**src/rtl/bmdma_pkg.sv**
```systemverilog
package bmdma_pkg;
    localparam int unsigned WORD_W   = 32;
    localparam int unsigned LANES    = WORD_W / 8;
    localparam int unsigned LAST_BIT = 31;   // end flag in descriptor word 1
    localparam int unsigned RUN_BIT  = 0;
    localparam int unsigned DIR_BIT  = 3;
    localparam int unsigned BUSY_BIT = 16;
    localparam int unsigned FLT_BIT  = 17;
    localparam int unsigned EVT_BIT  = 18;

    typedef enum logic [2:0] {
        ST_IDLE,
        ST_GET_BUF,
        ST_GET_LEN,
        ST_DEV,
        ST_MEM
    } eng_state_e;
endpackage

```
**src/rtl/bmdma_regs.sv**
```systemverilog
module bmdma_regs
    import bmdma_pkg::*;
(
    input  logic              clk,
    input  logic              rst_n,
    input  logic              reg_wr,
    input  logic              reg_sel,
    input  logic [LANES-1:0]  reg_be,
    input  logic [WORD_W-1:0] reg_wdata,
    output logic [WORD_W-1:0] reg_rdata,
    input  logic              eng_active,
    input  logic              fault_evt,
    input  logic              dev_intrq,
    output logic              start_pls,
    output logic              stop_pls,
    output logic              dir_d2m,
    output logic [WORD_W-1:0] tbl_ptr,
    output logic              fault_st,
    output logic              event_st
);
    typedef struct packed {
        logic              run;
        logic              dir;
        logic [WORD_W-1:0] ptr;
        logic              fault;
        logic              evt;
    } regs_s;

    regs_s q, d;
    logic  ctl_wr, ptr_wr, clr_fault, clr_evt;

    always_comb begin
        d         = q;
        start_pls = 1'b0;
        stop_pls  = 1'b0;
        ctl_wr    = reg_wr && !reg_sel;
        ptr_wr    = reg_wr && reg_sel;
        clr_fault = ctl_wr && reg_be[2] && reg_wdata[FLT_BIT];
        clr_evt   = ctl_wr && reg_be[2] && reg_wdata[EVT_BIT];

        if (ctl_wr && reg_be[0]) begin
            d.run     = reg_wdata[RUN_BIT];
            d.dir     = reg_wdata[DIR_BIT];
            start_pls = reg_wdata[RUN_BIT] && !q.run;
            stop_pls  = !reg_wdata[RUN_BIT];
        end

        if (ptr_wr) begin
            for (int b = 0; b < int'(LANES); b++) begin
                if (reg_be[b]) d.ptr[8*b +: 8] = reg_wdata[8*b +: 8];
            end
        end
        d.ptr[1:0] = 2'b00;

        // a new event outranks a clear in the same cycle
        d.fault = fault_evt || (q.fault && !clr_fault);
        d.evt   = dev_intrq || (q.evt && !clr_evt);
    end

    always_ff @(posedge clk or negedge rst_n) begin
        if (!rst_n) q <= '0;
        else        q <= d;
    end

    always_comb begin
        reg_rdata = '0;
        if (reg_sel) begin
            reg_rdata = q.ptr;
        end else begin
            reg_rdata[RUN_BIT]  = q.run;
            reg_rdata[DIR_BIT]  = q.dir;
            reg_rdata[BUSY_BIT] = eng_active;
            reg_rdata[FLT_BIT]  = q.fault;
            reg_rdata[EVT_BIT]  = q.evt;
        end
    end

    assign dir_d2m  = q.dir;
    assign tbl_ptr  = q.ptr;
    assign fault_st = q.fault;
    assign event_st = q.evt;
endmodule

```
**src/rtl/bmdma_core.sv**
```systemverilog
module bmdma_core
    import bmdma_pkg::*;
#(
    parameter int unsigned LEN_W = 16
)(
    input  logic              clk,
    input  logic              rst_n,
    input  logic              start_pls,
    input  logic              stop_pls,
    input  logic              dir_d2m,
    input  logic [WORD_W-1:0] tbl_ptr,
    input  logic              dev_intrq,
    input  logic              dev_req,
    input  logic [7:0]        dev_rx_data,
    output logic              dev_ack,
    output logic [7:0]        dev_tx_data,
    output logic              mem_req,
    output logic              mem_we,
    output logic [WORD_W-1:0] mem_addr,
    output logic [LANES-1:0]  mem_be,
    output logic [WORD_W-1:0] mem_wdata,
    input  logic [WORD_W-1:0] mem_rdata,
    input  logic              mem_ready,
    output logic              eng_active,
    output logic              fault_evt
);
    localparam int unsigned CNT_W  = LEN_W + 1;
    localparam int unsigned DESC_B = 8;

    typedef struct packed {
        eng_state_e        st;
        logic [WORD_W-1:0] ptr;
        logic [WORD_W-1:0] baddr;
        logic [CNT_W-1:0]  remain;
        logic              last;
        logic              d2m;
        logic [7:0]        data;
    } core_s;

    core_s q, d;
    logic  step_byte;
    logic  busy;

    always_comb begin
        d         = q;
        step_byte = 1'b0;
        dev_ack   = 1'b0;
        mem_req   = 1'b0;
        mem_we    = 1'b0;
        mem_addr  = '0;
        mem_be    = '0;
        busy      = (q.st != ST_IDLE);

        unique case (q.st)
            ST_IDLE: begin
                if (start_pls) begin
                    d.st  = ST_GET_BUF;
                    d.ptr = tbl_ptr;
                    d.d2m = dir_d2m;
                end
            end
            ST_GET_BUF: begin
                mem_req  = 1'b1;
                mem_addr = q.ptr;
                mem_be   = '1;
                if (mem_ready) begin
                    d.baddr = mem_rdata;
                    d.st    = ST_GET_LEN;
                end
            end
            ST_GET_LEN: begin
                mem_req  = 1'b1;
                mem_addr = q.ptr + WORD_W'(4);
                mem_be   = '1;
                if (mem_ready) begin
                    if (mem_rdata[LEN_W-1:0] == '0)
                        d.remain = CNT_W'(1) << LEN_W;
                    else
                        d.remain = CNT_W'(mem_rdata[LEN_W-1:0]);
                    d.last = mem_rdata[LAST_BIT];
                    d.ptr  = q.ptr + WORD_W'(DESC_B);
                    d.st   = q.d2m ? ST_DEV : ST_MEM;
                end
            end
            ST_DEV: begin
                if (dev_req) begin
                    dev_ack = 1'b1;
                    if (q.d2m) begin
                        d.data = dev_rx_data;
                        d.st   = ST_MEM;
                    end else begin
                        step_byte = 1'b1;
                    end
                end
            end
            ST_MEM: begin
                mem_req  = 1'b1;
                mem_we   = q.d2m;
                mem_addr = {q.baddr[WORD_W-1:2], 2'b00};
                mem_be   = LANES'(1) << q.baddr[1:0];
                if (mem_ready) begin
                    if (q.d2m) begin
                        step_byte = 1'b1;
                    end else begin
                        d.data = mem_rdata[{q.baddr[1:0], 3'b000} +: 8];
                        d.st   = ST_DEV;
                    end
                end
            end
            default: d.st = ST_IDLE;
        endcase

        if (step_byte) begin
            d.remain = q.remain - CNT_W'(1);
            d.baddr  = q.baddr + WORD_W'(1);
            if (q.remain == CNT_W'(1))
                d.st = q.last ? ST_IDLE : ST_GET_BUF;
            else
                d.st = q.d2m ? ST_DEV : ST_MEM;
        end

        fault_evt = busy && dev_intrq;
        if (stop_pls || fault_evt) d.st = ST_IDLE;
    end

    always_ff @(posedge clk or negedge rst_n) begin
        if (!rst_n) q <= '{st: ST_IDLE, default: '0};
        else        q <= d;
    end

    assign mem_wdata   = {LANES{q.data}};
    assign dev_tx_data = q.data;
    assign eng_active  = (q.st != ST_IDLE);
endmodule

```
**src/rtl/bmdma_engine.sv**
```systemverilog
module bmdma_engine
    import bmdma_pkg::*;
#(
    parameter int unsigned LEN_W = 16
)(
    input  logic        clk,
    input  logic        rst_n,
    input  logic        reg_wr,
    input  logic        reg_sel,
    input  logic [3:0]  reg_be,
    input  logic [31:0] reg_wdata,
    output logic [31:0] reg_rdata,
    output logic        mem_req,
    output logic        mem_we,
    output logic [31:0] mem_addr,
    output logic [3:0]  mem_be,
    output logic [31:0] mem_wdata,
    input  logic [31:0] mem_rdata,
    input  logic        mem_ready,
    input  logic        dev_req,
    output logic        dev_ack,
    input  logic [7:0]  dev_rx_data,
    output logic [7:0]  dev_tx_data,
    input  logic        dev_intrq
);
    logic              start_pls, stop_pls, dir_d2m;
    logic              eng_active, fault_evt, fault_st, event_st;
    logic [WORD_W-1:0] tbl_ptr;

    bmdma_regs i_regs (
        .clk        (clk),
        .rst_n      (rst_n),
        .reg_wr     (reg_wr),
        .reg_sel    (reg_sel),
        .reg_be     (reg_be),
        .reg_wdata  (reg_wdata),
        .reg_rdata  (reg_rdata),
        .eng_active (eng_active),
        .fault_evt  (fault_evt),
        .dev_intrq  (dev_intrq),
        .start_pls  (start_pls),
        .stop_pls   (stop_pls),
        .dir_d2m    (dir_d2m),
        .tbl_ptr    (tbl_ptr),
        .fault_st   (fault_st),
        .event_st   (event_st)
    );

    bmdma_core #(.LEN_W(LEN_W)) i_core (
        .clk         (clk),
        .rst_n       (rst_n),
        .start_pls   (start_pls),
        .stop_pls    (stop_pls),
        .dir_d2m     (dir_d2m),
        .tbl_ptr     (tbl_ptr),
        .dev_intrq   (dev_intrq),
        .dev_req     (dev_req),
        .dev_rx_data (dev_rx_data),
        .dev_ack     (dev_ack),
        .dev_tx_data (dev_tx_data),
        .mem_req     (mem_req),
        .mem_we      (mem_we),
        .mem_addr    (mem_addr),
        .mem_be      (mem_be),
        .mem_wdata   (mem_wdata),
        .mem_rdata   (mem_rdata),
        .mem_ready   (mem_ready),
        .eng_active  (eng_active),
        .fault_evt   (fault_evt)
    );
endmodule

```
**config.mk**
```make
export PLATFORM = sky130hd
export DESIGN_NAME = bmdma_engine
export DESIGN_NICKNAME = d
export VERILOG_FILES = /design/src/rtl/bmdma_pkg.sv /design/src/rtl/bmdma_regs.sv /design/src/rtl/bmdma_core.sv /design/src/rtl/bmdma_engine.sv
export SDC_FILE = /design/constraint.sdc
export NUM_CORES = 1
export LEC_CHECK = 0
export BUFFER_PORTS_ARGS = -buffer_cell sky130_fd_sc_hd__buf_2
export CELL_PAD_IN_SITES_DETAIL_PLACEMENT = 1
export CELL_PAD_IN_SITES_GLOBAL_PLACEMENT = 2
export CORE_ASPECT_RATIO = 1.75
export CORE_MARGIN = 8
export CORE_UTILIZATION = 35
export CTS_BUF_LIST = sky130_fd_sc_hd__clkbuf_16
export DETAILED_ROUTE_END_ITERATION = 10
export PLACE_DENSITY = 0.91
export SLEW_MARGIN = 25
export SYNTH_ARGS = -nofsm -noshare
export SYNTH_HDL_FRONTEND = slang
export SYNTH_SLANG_ARGS = --single-unit
```
**constraint.sdc**
```tcl
create_clock -name clk -period 4.7 [get_ports clk]
set_clock_uncertainty 0.2 [all_clocks]
set_input_delay 0.47 -clock clk [delete_from_list [all_inputs] [get_ports clk]]
set_output_delay 0.47 -clock clk [all_outputs]
set_load 0.01 [all_outputs]
```
==> key figures <==
Outcome
  • Run status: complete, no violations

Synthesis
  • Synthesized instance count: approximately 1,000
  • Most frequent cell after synthesis: dfrtp_1
  • Synthesis Warnings: 0
  • Number of synthesized register bits: 126
  • Share of the yosys chip area belonging to registers: about 36%
  • Async set or reset register ratio after synthesis: 100%
  • Top cell type by total area after synthesis: dfrtp_1
  • Cell variety after synth: 80
  • Top cells by area in the synthesized netlist: dfrtp_1 36%, mux2_2 5.1%, nand2_1 4.8%
  • Top cell type's share of synthesized area: 35.7%
  • Top cells by count, synth: 126 x dfrtp_1, 112 x nand2_1, 75 x nor2_1
  • Synthesized area divided by synthesized cell count: roughly 8.6 sq um
  • Count of flip-flops with a built-in enable after synthesis: 0
  • Netlist Area Pre-Place: 8840 sq um
  • Leading register cell type out of synthesis: dfrtp_1

Worst setup path
  • Internal reg-to-reg setup slack: between 1 and 1.5 ns
  • Type of the setup path with the least slack: reg2out
  • Slowest Stage Delay on Critical Path: 0.55 ns
  • Path depth of the worst reg2reg path: 7
  • Destination of the worst register-to-register timing path: i_core.q[38]
  • Critical path data arrival time: 3.15 ns
  • Critical path data required time: 4.03 ns
  • CP max stage cell: and3_1
  • Category of the worst setup path capture point: primary output
  • Reg-to-reg startpoint: i_core.q[92]
  • CP max FO: 12
  • CP cell instances: ha_1, and4_1, and3_1, nand3_1, o311ai_0, buf_2
  • Launching element type of the critical path: flip-flop

Timing
  • Slew headroom: 46.6%
  • RSZ-0062 raised after global routing: false
  • Setup-violating endpoint count in the final report: 0
  • Total negative slack for setup checks: 0 ns
  • Worst-margin pin slew: about 0.8 ns
  • Fraction of the cycle the final worst path needs: about four fifths
  • Total count of max-transition violations in the final report: 0
  • Final Critical Period: around 3.8 ns
  • Timing-limited maximum frequency: 262 MHz
  • Final Hold Vio Count: 0

Drt
  • Number of search-and-repair iterations in the first detailed-routing pass: 5
  • Routed Antenna Nets: 0
  • Detailed-route via count: 8,704
  • DRC violation total after the first TritonRoute iteration: 562
  • WL/cell: 23.7 um
  • Avg Vias per Cell: between 5 and 6
  • Number of remaining DRC errors: 0
  • Total Routed Length: 34,600 um

Min path
  • Sink of the worst hold path: i_regs.event_st
  • Tightest Hold Check Type: in2reg
  • Hold Path Origin: dev_intrq
  • Count of cells along the worst hold path: 2

Clocking
  • Maximum number of buffers from clock root to sink: 2
  • CTS sink count: 126
  • Clock tree from TritonCTS: done
  • Root cell of the clock tree: clkbuf_16
  • CTS buffer count: 17
  • Clock insertion delay at the later pin of the skew report: roughly 0.44 ns
  • CTS clock-pin slew for the worst setup and hold paths: 0.05 ns
  • Setup Buffers After CTS: 0
  • Number of H-tree branching levels: 4

Global route
  • Vias in the first global route: 9,438
  • Gr ovfl total: 0
  • Total global-route track usage: 22.7%
  • First-pass GRT wire length: between 50,000 and 60,000 um
  • Initial antenna violation count: 0
  • Maximum number of pins on one net before global-route repair: 58

Power and ir drop
  • Sequential group share of total power: roughly a third
  • Switching power total: 3090 uW
  • Clock share of power: 20.1%
  • Power Dens Cells: 649 nW/um^2
  • Leakage component of the power: between 0.004 and 0.005 uW
  • Max rail drop VDD: 287 uV
  • Share of total power consumed by net switching: a little under half
  • Power after layout: 6670 uW
  • Portion of total power attributed to combinational logic: 46.0%
  • Internal power of the cells: 3580 uW

Floorplanning
  • Core Rows: 77
  • Height of the die: 226 um
  • Area of the core: 25,000 sq um
  • Starting utilization of the core area: 35.3%
  • Die Wd: 136 um
  • Top-level I/O count: 194
  • Die ar.: 30,800 sq um

Final layout
  • Fraction of layout instances using a drive strength above 1: 26.9%
  • Layout overhead on the synthesized area: 16.2%
  • ANT cells: 0
  • Final #Nets: 1,224
  • Final instance area: 10,300 sq um
  • Layout fillers: around 3,000

Place
  • Area post-placement: 9680 sq um
  • Gp weighted congestion: 0.909
  • Detailed Place HPWL: around 26,000 um
  • Port buffer count: 189

Run
  • Max cap viols: 0
[flip-flops by register name (all words and copies together), names as in the netlist]
signal              flops
i_regs.tbl_ptr         30
i_regs.fault_st         1
i_regs.dir_d2m          1
i_core.q               84
i_core.dev_tx_data      8
i_regs.q                1
i_regs.event_st         1
[final cells by class]
class / count / area (sq um) / area share (%)
flip-flops and latches: 126 / 3150 / 30.7
inverters: 20 / 75.1 / 0.731
multi-input cells: 763 / 5000 / 48.6
clock buffers: 17 / 425 / 4.14
clock inverters: 15 / 155 / 1.51
well taps: 316 / 395 / 3.85
repair buffers: 205 / 1070 / 10.4
[critical path, delay by kind of cell, from the launching register on]
kind	cells	cell delay, ns
fa+ha+maj	1	0.32
flops	1	0.47
simple gates	3	1.15
buf+inv	1	0.24
compound gates	1	0.53
[power by group through the flow]
stage	sequential (uW)	combinational (uW)	clock, uW
after floorplan	1880	2390	0
after global placement	2220	3000	0
after detailed placement	2250	3080	0
after CTS	2240	3100	1360
after global routing	2350	3370	1400
final	2250	3070	1340
[cells by family (layout without fill, tap and decap cells)]
family	Yosys count	in the layout	synth area share, %
xor+xnor	2	2	0.198
mux	58	58	8.27
flops	126	126	35.7
other cells	1	3	0.0424
compound gates	277	277	21.7
buf+inv	136	257	8.07
simple gates	415	415	24.9
fa+ha+maj	8	8	1.13
[per-stage QoR]
step                      worst slack (ns)  cells  hold WS (ns)  utilization (%)
final                                0.884   1462        0.0361             41.0
after global routing                 0.720   1462        0.0376             41.0
after CTS                            0.939   1462        0.0252             41.0
after detailed placement              1.43   1429         0.266             38.6
after global placement                1.48   1429         0.255             38.6
after floorplan                       2.04   1025       -0.0256                -
[per-layer routing]
layer / vias to the layer above / part of all wire [%] / GRT usage (%)
met1: 4330 / 38 / 24.5
met5: - / 0 / 0
met4: 0 / 4.9 / 13.4
li1: 4015 / - / -
met2: 279 / 53 / 40.6
met3: 80 / 4.5 / 3.74
[placed cells by master, fill, tap and decap left out, drive strengths merged, types with 7 or more instances in the layout]
master,Yosys,layout
buf,72,204
dfrtp,126,126
nand2,112,112
nor2,75,75
a21oi,63,63
nand3,58,58
o21ai,51,51
mux2,40,40
and2,35,35
nand4,26,26
inv,20,22
nor3,22,22
o211ai,18,18
o22ai,18,18
and3,17,17
clkbuf,43,17
o311ai,17,17
nor4,16,16
a31oi,15,15
a221o,13,13
o22a,11,11
a211oi,10,10
mux2i,10,10
nand2b,8,8
and4,8,8
mux4,8,8
ha,8,8
clkinv,0,8
a21o,7,7
or3,7,7
or4,7,7
[how the worst max path moves through the flow]
stage | startpoint | to | slack [ns] | cells after the start
final | i_core.q[62] | mem_addr[25] | 0.88 | 6
after global routing | i_core.q[63] | mem_addr[25] | 0.72 | 6
after CTS | i_core.q[63] | mem_addr[25] | 0.94 | 6
after detailed placement | i_core.q[92] | i_core.q[38] | 1.43 | 7
after global placement | i_core.q[92] | i_core.q[38] | 1.48 | 7
after floorplan | i_core.q[63] | mem_addr[29] | 2.04 | 6
[timing repair]
action | 4_1_cts | 5_1_grt
gates resized for setup | 0 | 0
setup endpoints to repair | 0 | 0
hold buffers | 1 | 0
hold endpoints to repair | 55 | 0
(Power assumes the default switching activity.)
